File: config.mk
export PLATFORM = sky130hd
export DESIGN_NAME = pci_xact_watchdog
export DESIGN_NICKNAME = d
export VERILOG_FILES = /design/src/rtl/xwd_pkg.sv /design/src/rtl/xwd_cfg_regs.sv /design/src/rtl/xwd_wait_timer.sv /design/src/rtl/xwd_retry_counter.sv /design/src/rtl/pci_xact_watchdog.sv
export SDC_FILE = /design/constraint.sdc
export NUM_CORES = 1
export LEC_CHECK = 0
export ABC_AREA = 1
export CORE_MARGIN = 2
export CORE_UTILIZATION = 57
export CTS_CLUSTER_DIAMETER = 150
export CTS_CLUSTER_SIZE = 40
export DETAILED_ROUTE_END_ITERATION = 8
export DONT_BUFFER_PORTS = 1
export HOLD_SLACK_MARGIN = 0.05
export PLACE_DENSITY = 0.78
export SYNTH_ARGS = -nofsm -noshare
export SYNTH_HDL_FRONTEND = slang
export SYNTH_SLANG_ARGS = --single-unit
File: constraint.sdc
create_clock -name clk -period 1.7 [get_ports clk]
set_input_delay 0.17 -clock clk [delete_from_list [all_inputs] [get_ports clk]]
set_output_delay 0.17 -clock clk [all_outputs]
set_load 0.005 [all_outputs]
File: src/rtl/xwd_pkg.sv
package xwd_pkg;
  // Index of each limit register in the flattened limit vector.
  typedef enum int {
    LIM_TRDY  = 0,
    LIM_RETRY = 1
  } xwd_lim_e;

  localparam int XWD_NUM_LIM = 2;
endpackage

File: src/rtl/xwd_cfg_regs.sv
module xwd_cfg_regs #(
  parameter int ADDR_W  = 8,
  parameter int DATA_W  = 8,
  parameter int NUM_LIM = 2,
  parameter logic [NUM_LIM*ADDR_W-1:0] LIM_OFS = {8'h41, 8'h40},
  parameter logic [NUM_LIM*DATA_W-1:0] LIM_RST = {8'h80, 8'h00},
  parameter logic [ADDR_W-1:0] STAT_OFS = 8'h42
) (
  input  logic                      clk,
  input  logic                      rst_n,
  input  logic                      wr_en,
  input  logic [ADDR_W-1:0]         addr,
  input  logic [DATA_W-1:0]         wdata,
  input  logic                      ue_flag,
  output logic [DATA_W-1:0]         rdata,
  output logic [NUM_LIM*DATA_W-1:0] lim_flat,
  output logic                      ue_clr
);
  // One limit register per offset.
  for (genvar g = 0; g < NUM_LIM; g++) begin : g_lim
    logic [DATA_W-1:0] lim_q;

    always_ff @(posedge clk) begin
      if (!rst_n) begin
        lim_q <= LIM_RST[g*DATA_W +: DATA_W];
      end else if (wr_en && addr == LIM_OFS[g*ADDR_W +: ADDR_W]) begin
        lim_q <= wdata;
      end
    end

    assign lim_flat[g*DATA_W +: DATA_W] = lim_q;
  end

  // Combinational read mux.
  always_comb begin
    rdata = '0;
    for (int i = 0; i < NUM_LIM; i++) begin
      if (addr == LIM_OFS[i*ADDR_W +: ADDR_W]) begin
        rdata = lim_flat[i*DATA_W +: DATA_W];
      end
    end
    if (addr == STAT_OFS) begin
      rdata = {{(DATA_W-1){1'b0}}, ue_flag};
    end
  end

  // Write-one-to-clear on status bit 0.
  assign ue_clr = wr_en && (addr == STAT_OFS) && wdata[0];
endmodule

File: src/rtl/xwd_wait_timer.sv
module xwd_wait_timer #(
  parameter int DATA_W   = 8,
  parameter int LOW_ZERO = 5,
  localparam int WAIT_W  = DATA_W + LOW_ZERO + 1
) (
  input  logic              clk,
  input  logic              rst_n,
  input  logic              xact_active,
  input  logic              xfer,
  input  logic              retry_term,
  input  logic [DATA_W-1:0] lim,
  output logic [WAIT_W-1:0] cnt,
  output logic              hit
);
  logic [WAIT_W-1:0] lim_ext;

  // The limit byte sits above LOW_ZERO zero bits.
  assign lim_ext = {1'b0, lim, {LOW_ZERO{1'b0}}};

  always_ff @(posedge clk) begin
    if (!rst_n) begin
      cnt <= '0;
    end else if (!xact_active || xfer || retry_term) begin
      cnt <= '0;
    end else if (cnt != {WAIT_W{1'b1}}) begin
      cnt <= cnt + WAIT_W'(1);
    end
  end

  assign hit = (lim != '0) && (cnt >= lim_ext);
endmodule

File: src/rtl/xwd_retry_counter.sv
module xwd_retry_counter #(
  parameter int DATA_W  = 8,
  localparam int CNT_W  = DATA_W + 1
) (
  input  logic              clk,
  input  logic              rst_n,
  input  logic              retry_term,
  input  logic              xact_done,
  input  logic [DATA_W-1:0] lim,
  output logic [CNT_W-1:0]  cnt,
  output logic              hit
);
  always_ff @(posedge clk) begin
    if (!rst_n) begin
      cnt <= '0;
    end else if (xact_done) begin
      cnt <= '0;
    end else if (retry_term && cnt != {CNT_W{1'b1}}) begin
      cnt <= cnt + CNT_W'(1);
    end
  end

  assign hit = (lim != '0) && (cnt > {1'b0, lim});
endmodule

File: src/rtl/pci_xact_watchdog.sv
module pci_xact_watchdog
  import xwd_pkg::*;
#(
  parameter int ADDR_W   = 8,
  parameter int DATA_W   = 8,
  parameter int LOW_ZERO = 5,
  parameter logic [ADDR_W-1:0] TRDY_OFS  = 8'h40,
  parameter logic [ADDR_W-1:0] RETRY_OFS = 8'h41,
  parameter logic [ADDR_W-1:0] STAT_OFS  = 8'h42,
  parameter logic [DATA_W-1:0] TRDY_RST  = 8'h00,
  parameter logic [DATA_W-1:0] RETRY_RST = 8'h80
) (
  input  logic              clk,
  input  logic              rst_n,
  input  logic              xact_active,
  input  logic              trdy_n,
  input  logic              irdy_n,
  input  logic              retry_term,
  input  logic              xact_done,
  input  logic              reg_wr,
  input  logic [ADDR_W-1:0] reg_addr,
  input  logic [DATA_W-1:0] reg_wdata,
  output logic [DATA_W-1:0] reg_rdata,
  output logic              ue_flag
);
  localparam int WAIT_W = DATA_W + LOW_ZERO + 1;
  localparam int RTY_W  = DATA_W + 1;

  logic [XWD_NUM_LIM*DATA_W-1:0] lim_flat;
  logic [DATA_W-1:0] trdy_lim, retry_lim;
  logic [WAIT_W-1:0] wait_cnt;
  logic [RTY_W-1:0]  retry_cnt;
  logic wait_hit, retry_hit, ue_clr, xfer;

  assign xfer      = !trdy_n && !irdy_n;
  assign trdy_lim  = lim_flat[int'(LIM_TRDY)*DATA_W +: DATA_W];
  assign retry_lim = lim_flat[int'(LIM_RETRY)*DATA_W +: DATA_W];

  xwd_cfg_regs #(
    .ADDR_W  (ADDR_W),
    .DATA_W  (DATA_W),
    .NUM_LIM (XWD_NUM_LIM),
    .LIM_OFS ({RETRY_OFS, TRDY_OFS}),
    .LIM_RST ({RETRY_RST, TRDY_RST}),
    .STAT_OFS(STAT_OFS)
  ) u_cfg (
    .clk     (clk),
    .rst_n   (rst_n),
    .wr_en   (reg_wr),
    .addr    (reg_addr),
    .wdata   (reg_wdata),
    .ue_flag (ue_flag),
    .rdata   (reg_rdata),
    .lim_flat(lim_flat),
    .ue_clr  (ue_clr)
  );

  xwd_wait_timer #(
    .DATA_W  (DATA_W),
    .LOW_ZERO(LOW_ZERO)
  ) u_wait (
    .clk        (clk),
    .rst_n      (rst_n),
    .xact_active(xact_active),
    .xfer       (xfer),
    .retry_term (retry_term),
    .lim        (trdy_lim),
    .cnt        (wait_cnt),
    .hit        (wait_hit)
  );

  xwd_retry_counter #(
    .DATA_W(DATA_W)
  ) u_retry (
    .clk       (clk),
    .rst_n     (rst_n),
    .retry_term(retry_term),
    .xact_done (xact_done),
    .lim       (retry_lim),
    .cnt       (retry_cnt),
    .hit       (retry_hit)
  );

  // Sticky error flag: a new violation wins over a clearing write.
  always_ff @(posedge clk) begin
    if (!rst_n) begin
      ue_flag <= 1'b0;
    end else if (wait_hit || retry_hit) begin
      ue_flag <= 1'b1;
    end else if (ue_clr) begin
      ue_flag <= 1'b0;
    end
  end
endmodule

Yosys cells after proc, flatten, opt, wreduce, memory -nomap -nowiden
Cells that the tools add are included.

Add/sub/neg operators: 2. Multipliers: 0. Divide/modulo/power cells: 0. Order comparisons: 2. Equality and inequality tests: 5. Shifts and indexed selects: 0. Muxes and demuxes: 5. Bitwise operators: 1. Reductions and logical operators: 19.

Operator list (count): $eq A8 B7 Y1 const B (3); $mux W8 (3); $reduce_bool A8 Y1 (2); $add A14 B1 Y14 const B (1); $ge A14 B13 Y1 (1); $ne A14 B14 Y1 const B (1); $add A9 B1 Y9 const B (1); $gt A9 B8 Y1 (1); $ne A9 B9 Y1 const B (1); $logic_and A1 B1 Y1 (8); $reduce_or A2 Y1 (2); $logic_not A1 Y1 (3); $logic_or A1 B1 Y1 (3); $mux W1 (2); $reduce_bool A2 Y1 (1); $not A1 Y1 (1).

Bits in registers: 40. Bits in latches: 0. RAM bits: 0. ROM bits: 0. Input port bits: 24. Output and inout port bits: 9. Word-level logic and storage cells: 39. Memories kept: 0.

Logic depth before layout (Yosys ltp)
Gate-level depths: netlist of the first run.

Word-level depth: 5. Mapped depth: 12. Depth with buffers taken out: 12.

Cells and area by module
Synthesis of the first run repeated with hierarchy kept, for this count alone.

Cell total of the unflattened synthesis: 434. Area total of the unflattened synthesis: 2788.9 sq um.

By module, submodules not included: xwd_wait_timer (instances 1, cells an instance 161, area each 1047.3 sq um, sequential area each 280.3 sq um); xwd_cfg_regs (instances 1, cells an instance 153, area each 967.2 sq um, sequential area each 320.3 sq um); xwd_retry_counter (instances 1, cells an instance 113, area each 730.7 sq um, sequential area each 180.2 sq um); pci_xact_watchdog (instances 1, cells an instance 7, area each 43.8 sq um, sequential area each 20.0 sq um).

Least setup slack after synthesis of the first run
OpenSTA, ideal clock, no wires.

Kind: register to register. Start point: register u_retry.cnt[0]. End point: register u_retry.cnt[5]. Setup time: 116 ps. Data arrival time: 1579 ps. Data required time: 1584 ps. Path slack: 5 ps. Stages on the path, launching flop included: 13. Buffers on the path: 0. Period minus slack after synthesis: 1695 ps. Cell sequence: dfxtp_1 ha_1 nand3_1 nor2_1 nand2_1 nor2_1 ha_1 nor2_4 nand2_2 nor3b_2 nand2_1 xor2_1 nor2_1.

Longest elaborated chain between the ends: 2. Elaborated cells on any way between the ends: 3. Classes of those cells: add/sub: 1; eq/ne: 1; reduce/logical: 1.

RTL lines: start: declaration (RTL line xwd_retry_counter.sv:10) `output logic [CNT_W-1:0] cnt,`; start signal: assignment (RTL line xwd_retry_counter.sv:19) `cnt <= cnt + CNT_W'(1);`; parallel branches: the longest is 2 deep, another holds $add A9 B1 Y9.

Parallel ways; which one is timed is not known. A chain may end at the register's enable or synchronous reset.

Worst setup path after layout of the first run
Same ends and word-level chain as after synthesis.

==> run summary, run 1 <==
status: finished, violations left
violated checks: setup timing
distinct cell type count after synthesis: 36
total core area: 4086 µm²
htree depth: 2
DP Cell Count: 410
Die Span Y: 69.73 µm
CTS Buf Count: 5
CP Data Required Time: 1890 ps
FMAX: 584.9 MHz
Starting Density: 60.26%
Final period util: 100.6%
clock latency at the later pin of the worst-skew pair: 300 ps
routed vias: 2447
P per Cell Area: 668.7 nW/µm²
CTS Root Cell: clkbuf_8
setup TNS: -9.632 ps
CP Buf/Inv Count: 0
Routed WL per cell: 14.06 µm
syn_nets: 396
Initial DRC Count: 219
first-pass GRT wire length: 10260 µm
Seq cells post-synth: 40
setup ws final: -9.632 ps
RSZ-0062 raised after global routing: true
commonest cells after routing, fill and taps aside: 70 x nand2_1, 46 x inv_1, 38 x nor2_1, 38 x dfxtp_1, 20 x o21ai_0
clock sinks: 40
Post-Syn Area: 2462 µm²
CTS tree: done
Crit Path Class: flip-flop to flip-flop
synth top area cells: dfxtp_1 33%, nand2_1 11%, ha_1 10%
Setup crit start kind: flip-flop
Cell Rows: 23
min Tclk post-route: 1710 ps
sequential share of the synthesized area: 32.52%
die width: 69.73 µm
Final Hold Fails: 0
Syn-to-layout area delta: 17.28%
Peak VDD IR: 0.5844 mV
Slew @ Worst Pin: 399.3 ps
final cell count without fillers: 432
critical path's top delay family: simple AND/OR/NAND/NOR gates
Detail Placement HPWL: 4323 µm
Post-synth EDFFs: 0
Mapped Cells: 352
DRT Pass-1 Iters: 4
Hold Crit Class: input pin to flip-flop
P_leak: 0.001249 µW
Clk pin slew, worst setup/hold paths: 80 ps
slowest stage delay, CP: 340 ps
vias in the first global route: 2271
fillcell total: 352
GRT Overall Usage: 26.10%
final-report setup violation count: 1
Routed Antenna Nets: 0
Yosys Warn Count: 0
nets: 425
initial antenna violation count: 0
RD Place Congestion: 0.8579
CTS Buffer Depth: 2
Max Cap Violations: 0
full die area: 4862 µm²
Remaining DRCs: 0
grt total ovfl: 0
IO Port Bufs: 0
crit path cell chain: ha_4 > nand3_2 > nor2_2 > nand2_1 > nor2_1 > ha_2 > nor2_4 > nand2_2 > nor3b_2 > nand2_1 > xor2_1 > nor2_1
Synth area leader: dfxtp_1
layout cells sized above 1: 15.18%
final clock skew: 7.304 ps
WP data arrival: 1900 ps
Core Util, Final: 70.67%
top-area cell type share of the netlist area: 32.52%
Worst slew margin: 73.29%
Avg Cell Area, Syn: 6.995 µm²
largest net degree at the start of global routing: 17
Crit. End Element: flip-flop
CP max FO: 2
# diodes: 0
Primary FF master, synth: dfxtp_1
fin. max-slew vios: 0
routed wire length: 6072 µm
io pins: 33
most common cell after layout, fill and taps aside: nand2_1
Post-synth ARST share: 0%
vias per cell: 5.664
critical path's slowest cell: dfxtp_2
==> repair_timing <==
action / CTS / global route
hold buffers: 10 / 0
endpoints found under the setup margin: 3 / 10
hold endpoints to repair: 20 / 0
pin swaps: 3 / 6
gates resized for setup: 5 / 8
setup buffers: 1 / 3
==> sequential cells by signal, indices dropped and copies added, names as in the netlist <==
register and count:
u_wait.cnt 14, u_retry.cnt 9, u_cfg.g_lim.lim_q 16, ue_flag 1
==> cells by family after synthesis <==
family / synth area share (%)
AND/OR/NAND/NOR: 32.67
buffers and inverters: 9.197
AO/OA/AOI/OAI: 12.96
flip-flops: 32.52
adder cells (fa/ha/maj): 10.16
XOR/XNOR: 2.490
==> per-layer routing <==
| layer | up-vias | part of all wire (%) | GRT usage (%) |
|---|---|---|---|
| met4 | 0 | 3.5 | 11.11 |
| met5 | - | 0 | 0 |
| met1 | 1119 | 43 | 33.60 |
| met2 | 91 | 47 | 42.84 |
| li1 | 1215 | - | - |
| met3 | 22 | 6.3 | 4.797 |
==> cell type report <==
cell class              count  area (µm²)  share of cell area [%]
repair buffers             25       212.7                   7.366
flip-flops and latches     40       803.3                   27.82
clock inverters             1       30.03                   1.040
well taps                  50       62.56                   2.166
inverters                  56       215.2                   7.452
multi-input cells         253        1468                   50.82
clock buffers               7       96.34                   3.336
==> cells in the mapped netlist, drive strengths merged (4+ instances only) <==
cell type,instances
nand3,20
nand2,73
a31oi,6
o22ai,7
ha,20
xor2,5
or2,5
dfxtp,40
a21oi,18
nand4,4
nor3,17
nor2,44
o21ai,22
inv,55
==> path summary, 6_finish.rpt <==
check,slack [ps],startpoint,depth (start not counted),endpoint
hold / removal,90,reg_wdata[5],2,u_cfg.g_lim[1].lim_q[5]
hold reg to reg,500,u_cfg.g_lim[1].lim_q[7],2,u_cfg.g_lim[1].lim_q[7]
setup reg to reg,-10,u_retry.cnt[0],12,u_retry.cnt[5]
setup / recovery,-10,u_retry.cnt[0],12,u_retry.cnt[5]
==> metrics by stage <==
stage | area, µm² | total power [µW] | hold slack [ps] | worst slack (ps)
after floorplan | 2462 | 1028 | 308.4 | 4.748
after global placement | 2594 | 1047 | 275.1 | 67.53
after detailed placement | 2594 | 1049 | 277.7 | -29.91
after CTS | 2841 | 1925 | 80.50 | 3.949
after global routing | 2888 | 1996 | 86.99 | -122.4
final | 2888 | 1931 | 86.75 | -9.632
==> where the power goes <==
group	internal, µW	switching [µW]
combinational	48.1	64.9
clock	518	351
sequential	943	5.82
total	1510	422
Note: power is estimated with default switching activity, not from simulation.
==> run 2: changes to the inputs <==
--- a/config.mk
+++ b/config.mk
@@ -5,13 +5,11 @@
 export SDC_FILE = /design/constraint.sdc
 export NUM_CORES = 1
 export LEC_CHECK = 0
-export ABC_AREA = 1
 export CORE_MARGIN = 2
-export CORE_UTILIZATION = 57
+export CORE_UTILIZATION = 49
 export CTS_CLUSTER_DIAMETER = 150
 export CTS_CLUSTER_SIZE = 40
 export DETAILED_ROUTE_END_ITERATION = 8
-export DONT_BUFFER_PORTS = 1
 export HOLD_SLACK_MARGIN = 0.05
 export PLACE_DENSITY = 0.78
 export SYNTH_ARGS = -nofsm -noshare
==> run 2 against run 1 <==
Critical endpoint is now ue_flag. Sequential power decreased by 0.6%. Highest routed layer unchanged. Setup slack lost 200 ps. Global-route usage down 4.0 points. Non-clock buffer count rose by 48. The run still ends with setup timing left. Register-to-register slack got worse by 200 ps. Utilization fell by 1.9 points.
==> run summary, run 2 <==
status: finished, violations left (unchanged)
violated checks: setup timing (unchanged)
Primary FF master, synth: dfxtp_1 (unchanged)
Max Cap Violations: 0 (unchanged)
most frequent cells after synthesis: 40 x dfxtp_1, 33 x nor2_1, 26 x mux2i_1, 22 x inv_1, 20 x ha_1 (was 71 x nand2_1, 47 x inv_1, 40 x dfxtp_1, 39 x nor2_1, 21 x o21ai_0)
final cell count without fillers: 412 (was 432)
Cell Rows: 25 (was 23)
synth top area cells: dfxtp_1 34%, mux2i_1 11%, ha_1 10% (was dfxtp_1 33%, nand2_1 11%, ha_1 10%)
fillcell total: 372 (was 352)
Hold Buf Count CTS: 0 (was 10)
compound-gate portion of the synthesized area: 11.27% (was 12.96%)
routed vias: 2173 (was 2447)
most flop-heavy register: u_cfg.g_lim.lim_q (unchanged)
Routed WL per cell: 14.05 µm (was 14.06 µm)
XOR/XNOR Fraction of Synth Area: 4.769% (was 2.490%)
vias in the first global route: 2065 (was 2271)
CP Data Required Time: 1870 ps (was 1890 ps)
Non-Filler Cell Area, Final: 3248 µm² (was 2888 µm²)
Placed Area: 3033 µm² (was 2594 µm²)
simple-gate area share of the yosys netlist: 23.58% (was 32.67%)
CTS Buffer Depth: 2 (unchanged)
vias per cell: 5.274 (was 5.664)
slowest stage delay, CP: 540 ps (was 340 ps)
critical path's slowest cell: or4_1 (was dfxtp_2)
setup ws final: -212.6 ps (was -9.632 ps)
GRT Overall Usage: 22.12% (was 26.10%)
Largest regs: u_cfg.g_lim.lim_q (16), u_wait.cnt (14), u_retry.cnt (9) (unchanged)
clock latency at the later pin of the worst-skew pair: 290 ps (was 300 ps)
DRT Pass-1 Iters: 4 (unchanged)
Clk pin slew, worst setup/hold paths: 80 ps (about the same)
WL met2: 2835 µm (was 2852 µm)
htree depth: 2 (unchanged)
CTS tree: done (unchanged)
Yosys Warn Count: 0 (unchanged)
syn_nets: 319 (was 396)
CTS Root Cell: clkbuf_8 (unchanged)
multi-input logic area: 1577 µm² (was 1468 µm²)
critical path's top delay family: simple AND/OR/NAND/NOR gates (unchanged)
fin. max-slew vios: 0 (unchanged)
area share of fa/ha/maj cells after synthesis: 10.48% (was 10.16%)
Peak VDD IR: 0.3715 mV (was 0.5844 mV)
Starting Density: 50.54% (was 60.26%)
final clock skew: 10.16 ps (was 7.304 ps)
CP Buf/Inv Count: 1 (was 0)
top-area cell type share of the netlist area: 33.54% (was 32.52%)
Psw: 365.5 µW (was 422.1 µW)
Initial DRC Count: 80 (was 219)
Die Span Y: 73.80 µm (was 69.73 µm)
routed wire length: 5788 µm (was 6072 µm)
initial antenna violation count: 0 (unchanged)
P per Cell Area: 515.2 nW/µm² (was 668.7 nW/µm²)
Remaining DRCs: 0 (unchanged)
grt total ovfl: 0 (unchanged)
max reg flops: 16 (unchanged)
min Tclk post-route: 1913 ps (was 1710 ps)
Seq cells post-synth: 40 (unchanged)
CTS Buf Count: 5 (unchanged)
IO Port Bufs: 32 (was 0)
clock group share of total power: 34.9% (was 45.0%)
FF/Latch Area: 810.8 µm² (was 803.3 µm²)
FMAX: 522.8 MHz (was 584.9 MHz)
Syn-to-layout area delta: 36.06% (was 17.28%)
clock sinks: 40 (unchanged)
Routed Antenna Nets: 0 (unchanged)
Post-Syn Area: 2387 µm² (was 2462 µm²)
Final period util: 112.5% (was 100.6%)
Avg Cell Area, Syn: 8.681 µm² (was 6.995 µm²)
die width: 73.80 µm (was 69.73 µm)
commonest cells after routing, fill and taps aside: 40 x buf_4, 34 x dfxtp_1, 31 x nor2_1 (was 70 x nand2_1, 46 x inv_1, 38 x nor2_1, 38 x dfxtp_1, 20 x o21ai_0)
RSZ-0062 raised after global routing: true (unchanged)
Worst slew margin: 73.57% (was 73.29%)
Sw Ratio: 21.84% (was 21.86%)
largest family of logic cells by synthesized area: simple AND/OR/NAND/NOR gates (unchanged)
total core area: 4723 µm² (was 4086 µm²)
CP max FO: 2 (unchanged)
Comb pwr share: 8.8% (was 5.8%)
M1 WL: 2655 µm (was 2626 µm)
final-report setup violation count: 1 (unchanged)
Post-synth ARST share: 0% (unchanged)
WP data arrival: 2090 ps (was 1900 ps)
top layer in use: met4 (unchanged)
P_leak: 0.001334 µW (was 0.001249 µW)
Int Pwr: 1308 µW (was 1509 µW)
Reg power frac: 56.3% (was 49.1%)
Mapped Cells: 275 (was 352)
layout cells sized above 1: 22.61% (was 15.18%)
Post-synth EDFFs: 0 (unchanged)
first-pass GRT wire length: 9315 µm (was 10260 µm)
Crit Path Class: flip-flop to flip-flop (unchanged)
distinct cell type count after synthesis: 43 (was 36)
sequential share of the synthesized area: 33.54% (was 32.52%)
largest net degree at the start of global routing: 21 (was 17)
Setup crit start kind: flip-flop (unchanged)
mux cell area share after synthesis: 10.90% (was 0%)
Final Hold Fails: 0 (unchanged)
Slew @ Worst Pin: 394.3 ps (was 399.3 ps)
Synth area leader: dfxtp_1 (unchanged)
Crit. End Element: flip-flop (unchanged)
DP Cell Count: 399 (was 410)
nets: 389 (was 425)
RD Place Congestion: 0.8269 (was 0.8579)
top-count cell post-synth: dfxtp_1 (was nand2_1)
met3 WL: 217 µm (was 383 µm)
Hold Crit Class: flip-flop to flip-flop (was input pin to flip-flop)
most common cell after layout, fill and taps aside: buf_4 (was nand2_1)
Detail Placement HPWL: 4320 µm (was 4323 µm)
full die area: 5446 µm² (was 4862 µm²)
io pins: 33 (unchanged)
# diodes: 0 (unchanged)
crit path cell chain: inv_2 > ha_4 > a211oi_4 > nand2_1 > or4_1 > a31oi_1 > o21ai_1 (was ha_4 > nand3_2 > nor2_2 > nand2_1 > nor2_1 > ha_2 > nor2_4 > nand2_2 > nor3b_2 > nand2_1 > xor2_1 > nor2_1)
-- run 2: cell count changes in the layout (fill, tap and decap cells not counted), moves of 10 or more --
cell and delta:
o21ai_0 -15, buf_4 +25, inv_1 -25, nor2b_1 +16, nand3_1 -11, clkdlybuf4s50_1 +23
mux2i_1 +26, dlygate4sd3_1 -10, a21oi_1 -11, nor3_1 -11, nand2_1 -52
-- run 2: worst paths after layout --
check,slack [ps],startpoint,cells after the start,endpoint
max,-210,u_cfg.g_lim[1].lim_q[7],7,ue_flag
min,530,u_wait.cnt[13],1,u_wait.cnt[13]
max reg2reg,-210,u_cfg.g_lim[1].lim_q[7],7,ue_flag
min reg2reg,530,u_wait.cnt[13],1,u_wait.cnt[13]
-- run 2: area by class of cell --
cell class | instances | share of cell area [%]
flip-flops and latches | 40 | 24.96
clock buffers | 6 | 2.234
inverters | 22 | 2.542
clock inverters | 1 | 0.1541
repair buffers | 73 | 18.99
well taps | 67 | 2.581
multi-input cells | 203 | 48.54
-- run 2: what timing repair did --
action | CTS | global route
resized for setup | 23 | 18
pin swaps | 12 | 13
buffers inserted | 4 | 2
endpoints found under the setup margin | 11 | 13
-- run 2: cell families after synthesis --
| family | after synthesis |
|---|---|
| flip-flops | 40 |
| AO/OA/AOI/OAI | 37 |
| adder cells (fa/ha/maj) | 20 |
| multiplexers | 26 |
| AND/OR/NAND/NOR | 107 |
| XOR/XNOR | 13 |
| buffers and inverters | 32 |
-- run 2: metal layers --
| layer | vias to the layer above | global-route usage [%] |
|---|---|---|
| li1 | 1104 | - |
| met1 | 1013 | 27.20 |
| met2 | 46 | 37.40 |
| met3 | 10 | 5.075 |
| met4 | 0 | 8.283 |
| met5 | - | 0 |
-- run 2: stage by stage --
stage	hold WS (ps)	util [%]	total power, µW	TNS [ps]	worst slack [ps]
floorplan	295.1	-	1016	0	0.3868
global placement	512.1	64.21	1097	-3122	-216.9
detailed placement	515.9	64.21	1099	-4201	-292.6
CTS	527.4	67.13	1691	-175.9	-175.9
global route	549.1	68.77	1748	-458.2	-258.3
finish	526.1	68.77	1673	-212.6	-212.6
-- run 2: power by group through the flow --
stage | Clock (µW) | Combinational, µW | Sequential (µW)
after global routing | 648 | 158 | 942
final | 584 | 147 | 942
after detailed placement | 0 | 135 | 964
after CTS | 605 | 143 | 942
after global placement | 0 | 133 | 964
after floorplan | 0 | 51.3 | 965
==> run 3: changes to the inputs <==
--- a/config.mk
+++ b/config.mk
@@ -8,10 +8,10 @@
 export CORE_MARGIN = 2
 export CORE_UTILIZATION = 49
 export CTS_CLUSTER_DIAMETER = 150
-export CTS_CLUSTER_SIZE = 40
 export DETAILED_ROUTE_END_ITERATION = 8
 export HOLD_SLACK_MARGIN = 0.05
 export PLACE_DENSITY = 0.78
+export SLEW_MARGIN = 20
 export SYNTH_ARGS = -nofsm -noshare
 export SYNTH_HDL_FRONTEND = slang
 export SYNTH_SLANG_ARGS = --single-unit
==> results of run 3 <==
Final layout, timing and power as in run 2 (identical DEF).
